File: src/rtl/supv_pkg.sv
package supv_pkg;
    typedef enum logic [1:0] {
        ST_PWR_WAIT,
        ST_PWR_HOLD,
        ST_RUN,
        ST_WD_HOLD
    } supv_state_e;

    localparam logic [1:0] WD_SEL_SLOW = 2'b00;
    localparam logic [1:0] WD_SEL_MID  = 2'b01;
    localparam logic [1:0] WD_SEL_FAST = 2'b10;
    localparam logic [1:0] WD_SEL_OFF  = 2'b11;
endpackage

File: src/rtl/supv_start_det.sv
module supv_start_det #(
    parameter int SYNC_STAGES = 2
) (
    input  logic clk_i,
    input  logic rst_ni,
    input  logic scl_i,
    input  logic sda_i,
    output logic start_o
);
    logic [SYNC_STAGES-1:0] scl_sync, sda_sync;
    logic scl_q, sda_q;
    logic scl_now, sda_now;

    always_ff @(posedge clk_i or negedge rst_ni) begin
        if (!rst_ni) begin
            scl_sync <= '1;
            sda_sync <= '1;
            scl_q    <= 1'b1;
            sda_q    <= 1'b1;
        end else begin
            scl_sync <= {scl_sync[SYNC_STAGES-2:0], scl_i};
            sda_sync <= {sda_sync[SYNC_STAGES-2:0], sda_i};
            scl_q    <= scl_now;
            sda_q    <= sda_now;
        end
    end

    assign scl_now = scl_sync[SYNC_STAGES-1];
    assign sda_now = sda_sync[SYNC_STAGES-1];
    assign start_o = scl_now && scl_q && sda_q && !sda_now;

    // a START is a single-cycle event
    p_start_single_r7: assert property (@(posedge clk_i) disable iff (!rst_ni)
        start_o |=> !start_o);
endmodule

File: src/rtl/supv_hold_tmr.sv
module supv_hold_tmr #(
    parameter int HOLD_TICKS = 250
) (
    input  logic clk_i,
    input  logic rst_ni,
    input  logic clear_i,
    input  logic tick_i,
    output logic done_o
);
    localparam int HW = (HOLD_TICKS > 1) ? $clog2(HOLD_TICKS) : 1;
    localparam logic [HW-1:0] HOLD_LAST = HW'(HOLD_TICKS - 1);

    logic [HW-1:0] cnt_q;

    always_ff @(posedge clk_i or negedge rst_ni) begin
        if (!rst_ni) begin
            cnt_q <= '0;
        end else if (clear_i) begin
            cnt_q <= '0;
        end else if (tick_i) begin
            if (cnt_q == HOLD_LAST) cnt_q <= '0;
            else                    cnt_q <= cnt_q + 1'b1;
        end
    end

    assign done_o = !clear_i && tick_i && (cnt_q == HOLD_LAST);

    // the hold count never passes its last value
    p_hold_bounded_r2: assert property (@(posedge clk_i) disable iff (!rst_ni)
        cnt_q <= HOLD_LAST);
endmodule

File: src/rtl/supv_wd_ctr.sv
module supv_wd_ctr
    import supv_pkg::*;
#(
    parameter int PERIOD_SLOW = 1750,
    parameter int PERIOD_MID  = 750,
    parameter int PERIOD_FAST = 250
) (
    input  logic       clk_i,
    input  logic       rst_ni,
    input  logic       load_i,
    input  logic       run_i,
    input  logic       tick_i,
    input  logic [1:0] sel_i,
    output logic       expire_o
);
    localparam int PMAX = (PERIOD_SLOW > PERIOD_MID)
                        ? ((PERIOD_SLOW > PERIOD_FAST) ? PERIOD_SLOW : PERIOD_FAST)
                        : ((PERIOD_MID  > PERIOD_FAST) ? PERIOD_MID  : PERIOD_FAST);
    localparam int CW = $clog2(PMAX + 1);
    localparam logic [CW-1:0] LD_SLOW = CW'(PERIOD_SLOW);
    localparam logic [CW-1:0] LD_MID  = CW'(PERIOD_MID);
    localparam logic [CW-1:0] LD_FAST = CW'(PERIOD_FAST);
    localparam logic [CW-1:0] CNT_MAX = CW'(PMAX);

    logic [CW-1:0] cnt_q, load_val;
    logic [1:0]    sel_q;

    always_comb begin
        unique case (sel_i)
            WD_SEL_SLOW: load_val = LD_SLOW;
            WD_SEL_MID:  load_val = LD_MID;
            WD_SEL_FAST: load_val = LD_FAST;
            default:     load_val = '0;
        endcase
    end

    always_ff @(posedge clk_i or negedge rst_ni) begin
        if (!rst_ni) begin
            cnt_q <= '0;
            sel_q <= WD_SEL_OFF;
        end else if (load_i) begin
            cnt_q <= load_val;
            sel_q <= sel_i;
        end else if (run_i && tick_i && cnt_q != '0) begin
            cnt_q <= cnt_q - 1'b1;
        end
    end

    assign expire_o = run_i && tick_i && (cnt_q == CW'(1));

    // an idle watchdog never expires
    p_off_no_expire_r6: assert property (@(posedge clk_i) disable iff (!rst_ni)
        (sel_q == WD_SEL_OFF) |-> !expire_o);
    // count never exceeds the longest period
    p_cnt_bounded_r5: assert property (@(posedge clk_i) disable iff (!rst_ni)
        cnt_q <= CNT_MAX);
    // the count moves only on a tick or a reload
    p_cnt_holds_r5: assert property (@(posedge clk_i) disable iff (!rst_ni)
        (!load_i && !tick_i) |=> $stable(cnt_q));
endmodule

File: src/rtl/supv_reset_ctrl.sv
module supv_reset_ctrl
    import supv_pkg::*;
#(
    parameter int HOLD_TICKS  = 250,
    parameter int PERIOD_SLOW = 1750,
    parameter int PERIOD_MID  = 750,
    parameter int PERIOD_FAST = 250,
    parameter int SYNC_STAGES = 2
) (
    input  logic       clk_i,
    input  logic       rst_ni,
    input  logic       pwr_ok_i,
    input  logic       tick_i,
    input  logic       scl_i,
    input  logic       sda_i,
    input  logic [1:0] wd_sel_i,
    output logic       sys_rst_o,
    output logic       bus_abort_o
);
    supv_state_e state_q, state_d;
    logic start_evt, hold_done, wd_expire;
    logic hold_clear, wd_load, wd_run;

    supv_start_det #(.SYNC_STAGES(SYNC_STAGES)) u_start (
        .clk_i   (clk_i),
        .rst_ni  (rst_ni),
        .scl_i   (scl_i),
        .sda_i   (sda_i),
        .start_o (start_evt)
    );

    assign hold_clear = !pwr_ok_i ||
                        !(state_q == ST_PWR_HOLD || state_q == ST_WD_HOLD);

    supv_hold_tmr #(.HOLD_TICKS(HOLD_TICKS)) u_hold (
        .clk_i   (clk_i),
        .rst_ni  (rst_ni),
        .clear_i (hold_clear),
        .tick_i  (tick_i),
        .done_o  (hold_done)
    );

    // Outside RUN the counter is kept loaded; in RUN only a START reloads it.
    assign wd_run  = (state_q == ST_RUN);
    assign wd_load = !wd_run || start_evt;

    supv_wd_ctr #(
        .PERIOD_SLOW (PERIOD_SLOW),
        .PERIOD_MID  (PERIOD_MID),
        .PERIOD_FAST (PERIOD_FAST)
    ) u_wd (
        .clk_i    (clk_i),
        .rst_ni   (rst_ni),
        .load_i   (wd_load),
        .run_i    (wd_run),
        .tick_i   (tick_i),
        .sel_i    (wd_sel_i),
        .expire_o (wd_expire)
    );

    always_ff @(posedge clk_i or negedge rst_ni) begin
        if (!rst_ni) state_q <= ST_PWR_WAIT;
        else         state_q <= state_d;
    end

    always_comb begin
        state_d = state_q;
        unique case (state_q)
            ST_PWR_WAIT: if (pwr_ok_i) state_d = ST_PWR_HOLD;
            ST_PWR_HOLD: begin
                if (!pwr_ok_i)      state_d = ST_PWR_WAIT;
                else if (hold_done) state_d = ST_RUN;
            end
            ST_RUN: begin
                if (!pwr_ok_i)      state_d = ST_PWR_WAIT;
                else if (wd_expire) state_d = ST_WD_HOLD;
            end
            ST_WD_HOLD: begin
                if (!pwr_ok_i)      state_d = ST_PWR_WAIT;
                else if (hold_done) state_d = ST_RUN;
            end
            default: state_d = ST_PWR_WAIT;
        endcase
    end

    always_comb begin
        sys_rst_o   = (state_q != ST_RUN) || !pwr_ok_i;
        bus_abort_o = (state_q == ST_PWR_WAIT) || !pwr_ok_i;
    end

    // a low supply sends the controller to the wait state
    p_lowsup_wait_r3: assert property (@(posedge clk_i) disable iff (!rst_ni)
        !pwr_ok_i |=> state_q == ST_PWR_WAIT);
    // reset is released only on a tick that ends a hold
    p_release_on_hold_r2: assert property (@(posedge clk_i) disable iff (!rst_ni)
        $fell(sys_rst_o) |-> ($past(tick_i) &&
            ($past(state_q) == ST_PWR_HOLD || $past(state_q) == ST_WD_HOLD)));
    // without a tick the watchdog hold cannot end, whatever the bus does
    p_hold_kick_ignored_r8: assert property (@(posedge clk_i) disable iff (!rst_ni)
        (state_q == ST_WD_HOLD && pwr_ok_i && !tick_i) |=> state_q == ST_WD_HOLD);
    // no bus abort during a watchdog hold with good supply
    p_no_abort_wd_r4: assert property (@(posedge clk_i) disable iff (!rst_ni)
        (state_q == ST_WD_HOLD && pwr_ok_i) |-> !bus_abort_o);
endmodule

File: config.mk
export PLATFORM = sky130hd
export DESIGN_NAME = supv_reset_ctrl
export DESIGN_NICKNAME = d
export VERILOG_FILES = /design/src/rtl/supv_pkg.sv /design/src/rtl/supv_start_det.sv /design/src/rtl/supv_hold_tmr.sv /design/src/rtl/supv_wd_ctr.sv /design/src/rtl/supv_reset_ctrl.sv
export SDC_FILE = /design/constraint.sdc
export NUM_CORES = 1
export LEC_CHECK = 0
export BUFFER_PORTS_ARGS = -buffer_cell sky130_fd_sc_hd__buf_2
export CAP_MARGIN = 20
export CORE_UTILIZATION = 62
export CTS_BUF_LIST = sky130_fd_sc_hd__clkbuf_4
export DETAILED_ROUTE_END_ITERATION = 10
export PLACE_DENSITY = 0.81
export REMOVE_ABC_BUFFERS = 1
export SLEW_MARGIN = 20
export SYNTH_ARGS = -nofsm -noshare
export SYNTH_HDL_FRONTEND = slang
export SYNTH_HIERARCHICAL = 1
export SYNTH_SLANG_ARGS = --single-unit
File: constraint.sdc
create_clock -name clk_i -period 2.4 [get_ports clk_i]
set_input_delay 0.12 -clock clk_i [delete_from_list [all_inputs] [get_ports clk_i]]
set_output_delay 0.12 -clock clk_i [all_outputs]
set_load 0.005 [all_outputs]
# Word level (Yosys, flattened, before mapping)
# Cells that the tools add are included.
[totals]
in_bits = 8
wordCells = 57
reg_bits = 27
output_inout_bits = 2
[op_classes]
eq_ne = 11
addsub = 2
n_mux = 12
n_reduce_logical = 25
[op_table]
columns = ["cell", "n"]
rows = [
  ["$pmux W11 S3", 1],
  ["$mux W8", 3],
  ["$mux W11", 2],
  ["$eq A11 B1 Y1 const B", 1],
  ["$reduce_bool A11 Y1", 1],
  ["$sub A11 B1 Y11 const B", 1],
  ["$mux W2", 5],
  ["$add A8 B1 Y8 const B", 1],
  ["$eq A8 B8 Y1 const B", 1],
  ["$logic_and A1 B1 Y1", 8],
  ["$eq A2 B2 Y1 const B", 3],
  ["$pmux W2 S3", 1],
  ["$logic_not A1 Y1", 5],
  ["$logic_or A1 B1 Y1", 5],
  ["$eq A2 B1 Y1 const B", 2],
  ["$logic_not A2 Y1", 2],
  ["$ne A2 B2 Y1 const B", 2],
  ["$reduce_bool A2 Y1", 2],
  ["$ne A3 B2 Y1 const B", 1],
  ["$ne A3 B3 Y1 const B", 1],
  ["$reduce_and A3 Y1", 1],
  ["$reduce_or A2 Y1", 1],
]

# Logic depth before layout (Yosys ltp)
# Gate-level depths: netlist of run 1.
[depth]
word_depth = 10
ltp_mapped = 6

# Cells and area by module
# Netlist of run 1, hierarchy kept.
[by_module_without_submodules]
columns = ["module", "instances", "area_per_inst_um2", "cells_each", "seq_area_each_um2"]
rows = [
  ["supv_wd_ctr", 1, 770.7, 86, 275.3],
  ["supv_hold_tmr", 1, 488.0, 54, 200.2],
  ["supv_start_det", 1, 167.7, 7, 157.7],
  ["supv_reset_ctrl", 1, 102.6, 11, 50.0],
]

# Worst setup path before layout of run 1
# Ideal clock, no wire load.
[synth_timing]
kind = "register to register"
start = "register state_q[0]"
end = "register u_wd.cnt_q[5]"
setup_ns = 0.077
path_stages_with_launch = 6
n_path_buf = 0
arrival_ns = 1.602
setup_slack_ns = 0.720
period_less_slack_ns = 1.680
path_cell_list = "dfrtp_1 > nor2b_2 > nand4bb_1 > or3_2 > or3_1 > a21oi_1"
[synth_via]
elab_chain_cells = 4
[synth_rtl]
columns = ["element", "line", "rtl"]
rows = [
  ["start: declaration", "supv_reset_ctrl.sv:20", "supv_state_e state_q, state_d;"],
  ["start signal: assignment", "supv_reset_ctrl.sv:63", "else state_q <= state_d;"],
  ["$eq A2 B2 Y1 *", "supv_reset_ctrl.sv:44", "assign wd_run = (state_q == ST_RUN);"],
  ["named net wd_run", "supv_reset_ctrl.sv:22", "logic hold_clear, wd_load, wd_run;"],
  ["$logic_not A1 Y1 or $logic_and A1 B1 Y1 (tied branches)", "supv_reset_ctrl.sv:45, supv_wd_ctr.sv:44", ""],
  ["$logic_or A1 B1 Y1 or $logic_and A1 B1 Y1 (tied branches)", "supv_reset_ctrl.sv:45, supv_wd_ctr.sv:44", ""],
  ["$mux W11 or $reduce_bool A2 Y1 (tied branches)", "n/a", ""],
  ["end signal: assignment", "supv_wd_ctr.sv:42", "cnt_q <= load_val;"],
  ["end signal: assignment", "supv_wd_ctr.sv:45", "cnt_q <= cnt_q - 1'b1;"],
  ["end: declaration", "supv_wd_ctr.sv:25", "logic [CW-1:0] cnt_q, load_val;"],
]
# Mark *: on every way through the listed nets, which the timed path passes. The rest lies on a longest branch.
# A chain may end at the register's enable or synchronous reset.

# Worst setup path after layout of run 1
# Ends and elaborated chain as after synthesis.

==> results.txt, run 1 <==
For this run, the number of Yosys warnings is 6. Fill cells in the final layout number 163. The I/O pin total is 10.

The CTS tree is done. The remaining number of nets flagged by the antenna check after routing came out at 0. The required time of the critical path is 2.66 ns. The worst setup timing slack at the placement stage came out at 0.5735 ns. The number of violations of the max-capacitance limit is 0.

The tightest min-delay check is of the input port to flip-flop type. The cell type contributing the most total cell area after synthesis is sky130_fd_sc_hd__dfrtp_1. Synthesis produced a netlist whose cell count is 158. The total congestion overflow came out at 0. The global-route wire length before repair is 5.292 mm. From bottom edge to top edge, the die measures 51.66 um. The post-route cell area is 1659 um^2. The final number of max-transition violations came out at 0. In this run the tool buffered the top-level ports with 9 buffer cells.

The pin count of the biggest net entering global routing is 28. Leaving out fill and tap cells, the most frequent cell in the layout is sky130_fd_sc_hd__dfrtp_1. The sequential element share of the synthesized area is 44.68%.

For this block, the initial DRC count from the detailed router was 48. Summed over all layers, the routed wires come to 3.031 mm. The area of the die came out at 2669 um^2. The worst min-delay path startpoint is pwr_ok_i. Counting along the longest clock path gives a buffer depth of 2.

For the pin with the worst max-slew slack, the measured transition is 0.5525 ns. In the final routed layout, each cell accounts on average for 15.16 um. The repair_antennas step left the layout with diodes totalling 0.

The area inside the core boundary is 2276 um^2. The clock input transition at the sequential cells of the worst setup and hold paths came out at 0.15 ns. Global routing used 26.35% of the available tracks across all layers.

The peak ir drop on the vdd network is 465.6 uV. Counting distinct cell types in the post-synthesis netlist gives 47. The initial antenna violation count is 0. In this run the power density over the cells is 461.2 nW/um^2.

For this run, design rule violations remaining after detail routing come to 0. Yosys attributes the largest share of cell area to sky130_fd_sc_hd__dfrtp_1, sky130_fd_sc_hd__dfstp_2, sky130_fd_sc_hd__ha_1, sky130_fd_sc_hd__or3_1, sky130_fd_sc_hd__o21ai_0. The worst setup skew after layout is 0.002291 ns. The standard cell area after detailed placement came out at 1599 um^2.

The async set-reset flop share out of synthesis is 100.0%. In the layout the commonest cells are sky130_fd_sc_hd__dfrtp_1, sky130_fd_sc_hd__nand2_1, sky130_fd_sc_hd__o21ai_0, sky130_fd_sc_hd__or3_1. The final worst setup slack is 0.5251 ns. The worst flop-to-flop path startpoint is state_q[0].

STA puts the critical path data arrival time at 2.14 ns. CTS built an H-tree with a depth of 1. The mean instance size in the synthesized netlist came out at 9.677 um^2.

The width of the chip came out at 51.66 um. Among all flip-flop cells after synthesis, the most frequent one is sky130_fd_sc_hd__dfrtp_1. The number of endpoints failing setup at the final stage came out at 0. The via count of the routed design is 1,272. STA classifies the critical path endpoint as a flip-flop. The clock tree root buffer cell is sky130_fd_sc_hd__clkbuf_4. The synthesis-stage register bit count came out at 27. The category of the most critical setup path is flip-flop to flip-flop. The first-pass iteration count of the detailed router is 4. The number of global-route vias before repair came out at 1,185.

The leakage power of the design is 0.6396 nW. The number of nets in the final layout is 190. The flow ran to the end, and the final reports show no timing, DRC or antenna violations.

The start point of the critical path is state_q[0]. The number of hold violations in the final report was 0. The clock reaches the later pin of the worst-skew pair after 0.32 ns. The cell area after technology mapping is 1529 um^2. Of the cells placed in the final design, the portion with a size suffix greater than 1 is 16.28%.

Counting flops with a built-in enable in the synthesized netlist gives 0. Setup repair after global routing left no endpoint under its margin. Routability-driven placement finished with a final weighted congestion of 0.9680. The post-synthesis to final-layout area growth came out at 8.511%. The remaining max-slew budget at the tightest pin came out at 63.16%.

Dividing the final minimum period by the clock period gives 78.12%. In the routed layout, each cell is associated on average with a via count of 6.360. Of all nets on the critical path, the largest fanout is 6. Row generation in the floorplan step produced 17 rows. The proportion of netlist area held by the largest area contributor is 34.37%. Detailed placement finished with a half-perimeter wire length of 2.248 mm. The startpoint class of the critical path is a flip-flop. The initial core utilization is 67.18%.

The time the worst path needs with I/O delays and setup came out at 1.875 ns. The number of clock buffers added by TritonCTS is 3. The clock drives 27 sinks. After clock tree synthesis, the repair step resized 0 gates. The upper clock frequency limit is 0.5334 GHz. The total negative setup slack came out at 0 ns.
## layout make-up
type | instances | area (um^2) | area share [%]
Sequential cell | 27 | 683.2 | 41.18
Timing Repair Buffer | 13 | 82.58 | 4.977
Inverter | 10 | 37.54 | 2.262
Multi-Input combinational cell | 118 | 790.8 | 47.66
Clock buffer | 3 | 22.52 | 1.357
Clock inverter | 1 | 7.507 | 0.4525
Tap cell | 28 | 35.03 | 2.112
## final timing paths
check	end	slack [ns]	cells after the start
setup / recovery	u_wd/cnt_q[5]	0.53	5
hold / removal	state_q[0]	0.04	2
setup reg to reg	u_wd/cnt_q[5]	0.53	5
hold reg to reg	u_start/sda_sync[1]	0.37	0
max in group asynchronous	u_start/sda_q	1.73	2
min in group asynchronous	u_wd/cnt_q[7]	0.29	2
## metrics by stage
step	hold slack (ns)	cells	utilization, %	total power [mW]
floorplan	-0.1756	155	-	0.5364
global placement	0.1363	193	70.26	0.5655
detailed placement	0.1486	193	70.26	0.5697
CTS	0.03584	200	72.90	0.7709
global route	0.03314	200	72.90	0.8001
finish	0.04226	200	72.90	0.7651
## cells by family (layout without fill, tap and decap cells)
group	count (synthesis)	after routing	share of synthesized area, %
and+or+nand+nor	66	66	26.84
AOI/OAI and AO/OA	43	43	17.51
DFF	27	27	44.68
buffers and inverters	13	27	3.600
adders and majority gates	9	9	7.365
## cell usage after synthesis, types with 2 or more instances
| library cell | n |
|---|---|
| sky130_fd_sc_hd__o21ai_0 | 12 |
| sky130_fd_sc_hd__a211oi_1 | 2 |
| sky130_fd_sc_hd__ha_1 | 9 |
| sky130_fd_sc_hd__dfrtp_1 | 21 |
| sky130_fd_sc_hd__inv_1 | 9 |
| sky130_fd_sc_hd__or4_1 | 4 |
| sky130_fd_sc_hd__nand3_1 | 3 |
| sky130_fd_sc_hd__o31ai_1 | 3 |
| sky130_fd_sc_hd__nand3b_1 | 2 |
| sky130_fd_sc_hd__nand4_1 | 2 |
| sky130_fd_sc_hd__nor4_1 | 2 |
| sky130_fd_sc_hd__o221ai_1 | 2 |
| sky130_fd_sc_hd__and4b_1 | 2 |
| sky130_fd_sc_hd__nor2_1 | 4 |
| sky130_fd_sc_hd__nand2_1 | 14 |
| sky130_fd_sc_hd__dfstp_2 | 6 |
| sky130_fd_sc_hd__a31oi_1 | 7 |
| sky130_fd_sc_hd__nor2b_1 | 4 |
| sky130_fd_sc_hd__or3_1 | 12 |
| sky130_fd_sc_hd__a21oi_1 | 9 |
| sky130_fd_sc_hd__nor3_1 | 2 |
| sky130_fd_sc_hd__or2_2 | 2 |
## layer usage
metal / part of all wire [%] / vias up / routed length [um] / GRT usage (%)
li1: - / 623 / - / -
met1: 48 / 613 / 1469 / 39.81
met2: 46 / 36 / 1401 / 40.26
met3: 5.3 / 0 / 161 / 3.509
met4: 0 / 0 / 0 / 5.405
met5: 0 / - / 0 / 0
## worst max-delay path: stages (launching register included)
cell and delay (ns):
sky130_fd_sc_hd__dfrtp_1 0.46, sky130_fd_sc_hd__nor2b_2 0.26, sky130_fd_sc_hd__nand4bb_1 0.17, sky130_fd_sc_hd__or3_2 0.48, sky130_fd_sc_hd__or3_1 0.32, sky130_fd_sc_hd__a21oi_1 0.13
## power by group
group          switching, mW  internal, mW  leakage [nW]  total, mW
Combinational         0.0390        0.0280         0.294     0.0670
Sequential            0.0210         0.477         0.331      0.498
Clock                  0.136        0.0637        0.0139      0.200
## state kept, by name, summed over array words and instances (netlist names)
signal	flops
u_start/sda_q	1
u_start/sda_sync	2
state_q	2
u_start/scl_q	1
u_start/scl_sync	2
u_hold/cnt_q	8
u_wd/cnt_q	11
## timing repair
item / CTS / global route
endpoints found under the hold margin: 23 / 0
buffers inserted: 0 / 0
hold buffers: 3 / 0
No activity file was read; power rests on OpenSTA's default activity.
==> inputs of run 2 (changes only) <==
- ABC_AREA: unset -> 1
- clock period: 2.4 -> 1.8 ns (I/O delays scaled with it)
==> run 2 against run 1 <==
- sequential cell count did not move
- count of clock-buffer cells in the layout did not move
- clock power rose by 38%
- first-iteration DRC count rose by 21%
- sequential share of layout area fell by 4.7 points
- die area rose by 11%
- hold slack improved by 0.0097 ns
- critical path type unchanged
- largest cell class unchanged
==> results.txt, run 2 <==
During synthesis, Yosys emitted a total of 6 warnings. In this run, the number of DRC markers left after iteration 0 of detailed routing was 58. The peak ir drop on the vdd network is 859.8 uV. The global-route wire length before repair came out at 5.285 mm. After synthesis, the most frequently instantiated cells are sky130_fd_sc_hd__nand2_1, sky130_fd_sc_hd__inv_1, sky130_fd_sc_hd__nand3_1. The CTS tree is done. The detailed placer's ending HPWL came out at 2.503 mm. The synthesized design devotes to its leading area cell type 30.91% of total area.

Setup total negative slack on the finished layout was measured at 0 ns. Ranked by flip-flop count, first place goes to u_wd/cnt_q. The minimum hold slack is 0.05201 ns. The remaining number of nets flagged by the antenna check after routing came out at 0.

The routed via count divided by cell count is 5.494. The leakage power of the design is 0.9161 nW. Setup violations remaining at the end of the flow were counted as 0.

Data on the critical path is required at its endpoint by 2.07 ns. The largest total area in the synthesized netlist belongs to sky130_fd_sc_hd__dfrtp_1. The start point of the critical path is u_wd/cnt_q[0]. The last element of the critical path is u_wd/cnt_q[3]. The share of the cycle needed by the critical path after routing is 91.46%.

The final routed DRC violation total came out at 0. In the final layout, the registers with the most flip-flops are u_wd/cnt_q: 11 flops, u_hold/cnt_q: 8 flops. STA classifies the critical path startpoint as a flip-flop. The library cells used most frequently in the layout, excluding fill and tap cells, are sky130_fd_sc_hd__nand2_1, sky130_fd_sc_hd__inv_1, sky130_fd_sc_hd__nand3_1. The number of hold violations in the final report was 0.

The pin count of the biggest net entering global routing is 28. The mean instance size in the synthesized netlist came out at 7.800 um^2. In this run the tool buffered the top-level ports with 9 buffer cells. The number of synthesized flops with an enable pin is 0. The total global-route track usage is 24.82%. The root buffer cell chosen for the clock tree is sky130_fd_sc_hd__clkbuf_4. The floorplan has 18 rows.

The distinct cell type count of the synthesized netlist came out at 27. The I/O pin total is 10. The category of the most critical setup path is flip-flop to flip-flop.

At the pin with the least slew margin, the transition time is 0.6019 ns. Clock latency on the worst-skew pair, taken at its later pin, is 0.33 ns. The number of global-route vias before repair came out at 1,341. The worst pin sits at a relative slew slack of 59.87%. The time the worst path needs with I/O delays and setup is 1.646 ns.

The setup slack on the worst flop-to-flop path is 0.15 ns. The final number of max-transition violations is 0. After synthesis, flip-flops and latches occupy 40.18% of the total area. The library cell used most frequently in the layout, excluding fill and tap cells, is sky130_fd_sc_hd__nand2_1. The worst-case reg-to-reg path depth is 9.

The most common cell in the netlist is sky130_fd_sc_hd__nand2_1. The width of the chip is 54.37 um. The async set-reset flop share out of synthesis is 100.0%. The routed layout has 1,467 vias. The initial antenna violation count was 0.

After floorplanning, the core was sized to cover 2545 um^2. The largest buffer count on any clock path is 2. The share of final-layout standard cells stronger than drive strength 1 is 22.78%.

Clock-pin slew was measured on the worst setup and hold paths at 0.16 ns. The predominant post-synthesis flop cell is sky130_fd_sc_hd__dfrtp_1. The worst flop-to-flop path startpoint is u_wd/cnt_q[0].

The initial core utilization came out at 66.81%. The antenna diode count came out at 0. The final layout contains routed wiring with a total length of 3.294 mm. The height of the die came out at 54.37 um.

At the end of routability-driven placement, the weighted congestion stood at 0.7983. In the synthesized netlist, the number of instances is 218. The number of buffers created by CTS is 3. The capture point of the worst reg-to-reg path is u_wd/cnt_q[3].

The clock net in this run drives a total of 27 sinks. The filler cells instantiated in the layout total 193. Static timing analysis puts the maximum clock frequency at 0.6074 GHz. The synthesis-stage register bit count came out at 27. The worst endpoint data arrival time is 1.92 ns. The worst setup path is captured at a flip-flop. The area of the die came out at 2956 um^2. The run finished with clean final reports. After synthesis, the cell types taking the most area are sky130_fd_sc_hd__dfrtp_1, sky130_fd_sc_hd__nand2_1, sky130_fd_sc_hd__dfstp_2, sky130_fd_sc_hd__nand3_1, sky130_fd_sc_hd__ha_1. The highest fanout seen on the critical path is 4.

The total congestion overflow came out at 0. Power spread over the standard cell area amounts to 1133 nW/um^2. Setup repair after global routing left no endpoint under its margin. After detailed routing, the average wire length per cell comes to 12.34 um.

The post-route cell area is 1874 um^2. The first-pass iteration count of the detailed router came out at 4. The worst setup skew after layout is 0.01295 ns. The number of H-tree levels is 1. At the end of the flow, the number of nets in the layout was 255. The number of violations of the max-capacitance limit came out at 0. The standard cell area after detailed placement is 1802 um^2. The post-synthesis to final-layout area growth is 10.23%. The class of the worst hold path is input port to flip-flop. The flip-flop count of the largest register, all copies and words added came out at 11.

The cell area that synthesis handed to floorplanning was 1700 um^2.
run 2: power breakdown:
group | switching (mW) | leakage [nW] | internal, mW
registers | 0.158 | 0.335 | 0.744
clock network | 0.191 | 0.0139 | 0.0848
logic | 0.609 | 0.568 | 0.336
total | 0.958 | 0.916 | 1.16
run 2: timing repair:
item	in CTS	in global routing
gates resized for setup	0	1
setup endpoints to repair	0	2
endpoints found under the hold margin	23	0
buffers inserted	0	1
hold buffers	3	0
run 2: worst max-delay path, cell delays in order, from the launching register on:
cell and delay, ns:
sky130_fd_sc_hd__dfrtp_1 0.45, sky130_fd_sc_hd__inv_1 0.10, sky130_fd_sc_hd__ha_1 0.20, sky130_fd_sc_hd__nand2_1 0.13
sky130_fd_sc_hd__inv_2 0.10, sky130_fd_sc_hd__nand2_2 0.09, sky130_fd_sc_hd__o21ai_4 0.21, sky130_fd_sc_hd__buf_4 0.16
sky130_fd_sc_hd__nand3_1 0.07, sky130_fd_sc_hd__nand2_1 0.08
run 2: worst min-delay path by stage:
stage,start,endpoint,depth (start not counted)
after global placement,rst_ni,u_hold/cnt_q[2],1
after floorplan,rst_ni,state_q[0],0
after CTS,pwr_ok_i,state_q[1],3
final,pwr_ok_i,state_q[1],3
after detailed placement,rst_ni,u_hold/cnt_q[2],1
after global routing,pwr_ok_i,state_q[1],3
run 2: routing by layer:
layer,track usage [%],routed length (um),up-vias
li1,-,-,734
met3,2.778,126,6
met4,9.402,40,0
met1,29.09,1496,681
met5,0,0,-
met2,45.73,1630,46
run 2: cell families after synthesis:
kind of cell	share of synthesized area [%]
xor gates and xnor gates	2.061
DFF	40.18
adders and majority gates	6.623
buffers and inverters	7.284
and+or+nand+nor	35.17
AOI/OAI and AO/OA	8.682
run 2: final cells by class:
type / count / area [um^2] / area share, %
inverter: 32 / 120.1 / 6.409
clock buffer: 3 / 22.52 / 1.202
clock inverter: 1 / 7.507 / 0.4005
timing repair buffer: 16 / 105.1 / 5.607
sequential: 27 / 683.2 / 36.45
tap: 30 / 37.54 / 2.003
multi-input combinational: 158 / 898.4 / 47.93
run 2: stage by stage:
step                      instances  setup WS (ns)  power (mW)  utilization [%]
after floorplan                 217         0.3392       1.567                -
after global placement          259         0.1728       1.783            70.80
after detailed placement        259         0.1086       1.824            70.80
after CTS                       266        0.08846       2.103            73.16
after global routing            267        0.05099       2.291            73.65
final                           267         0.1537       2.123            73.65
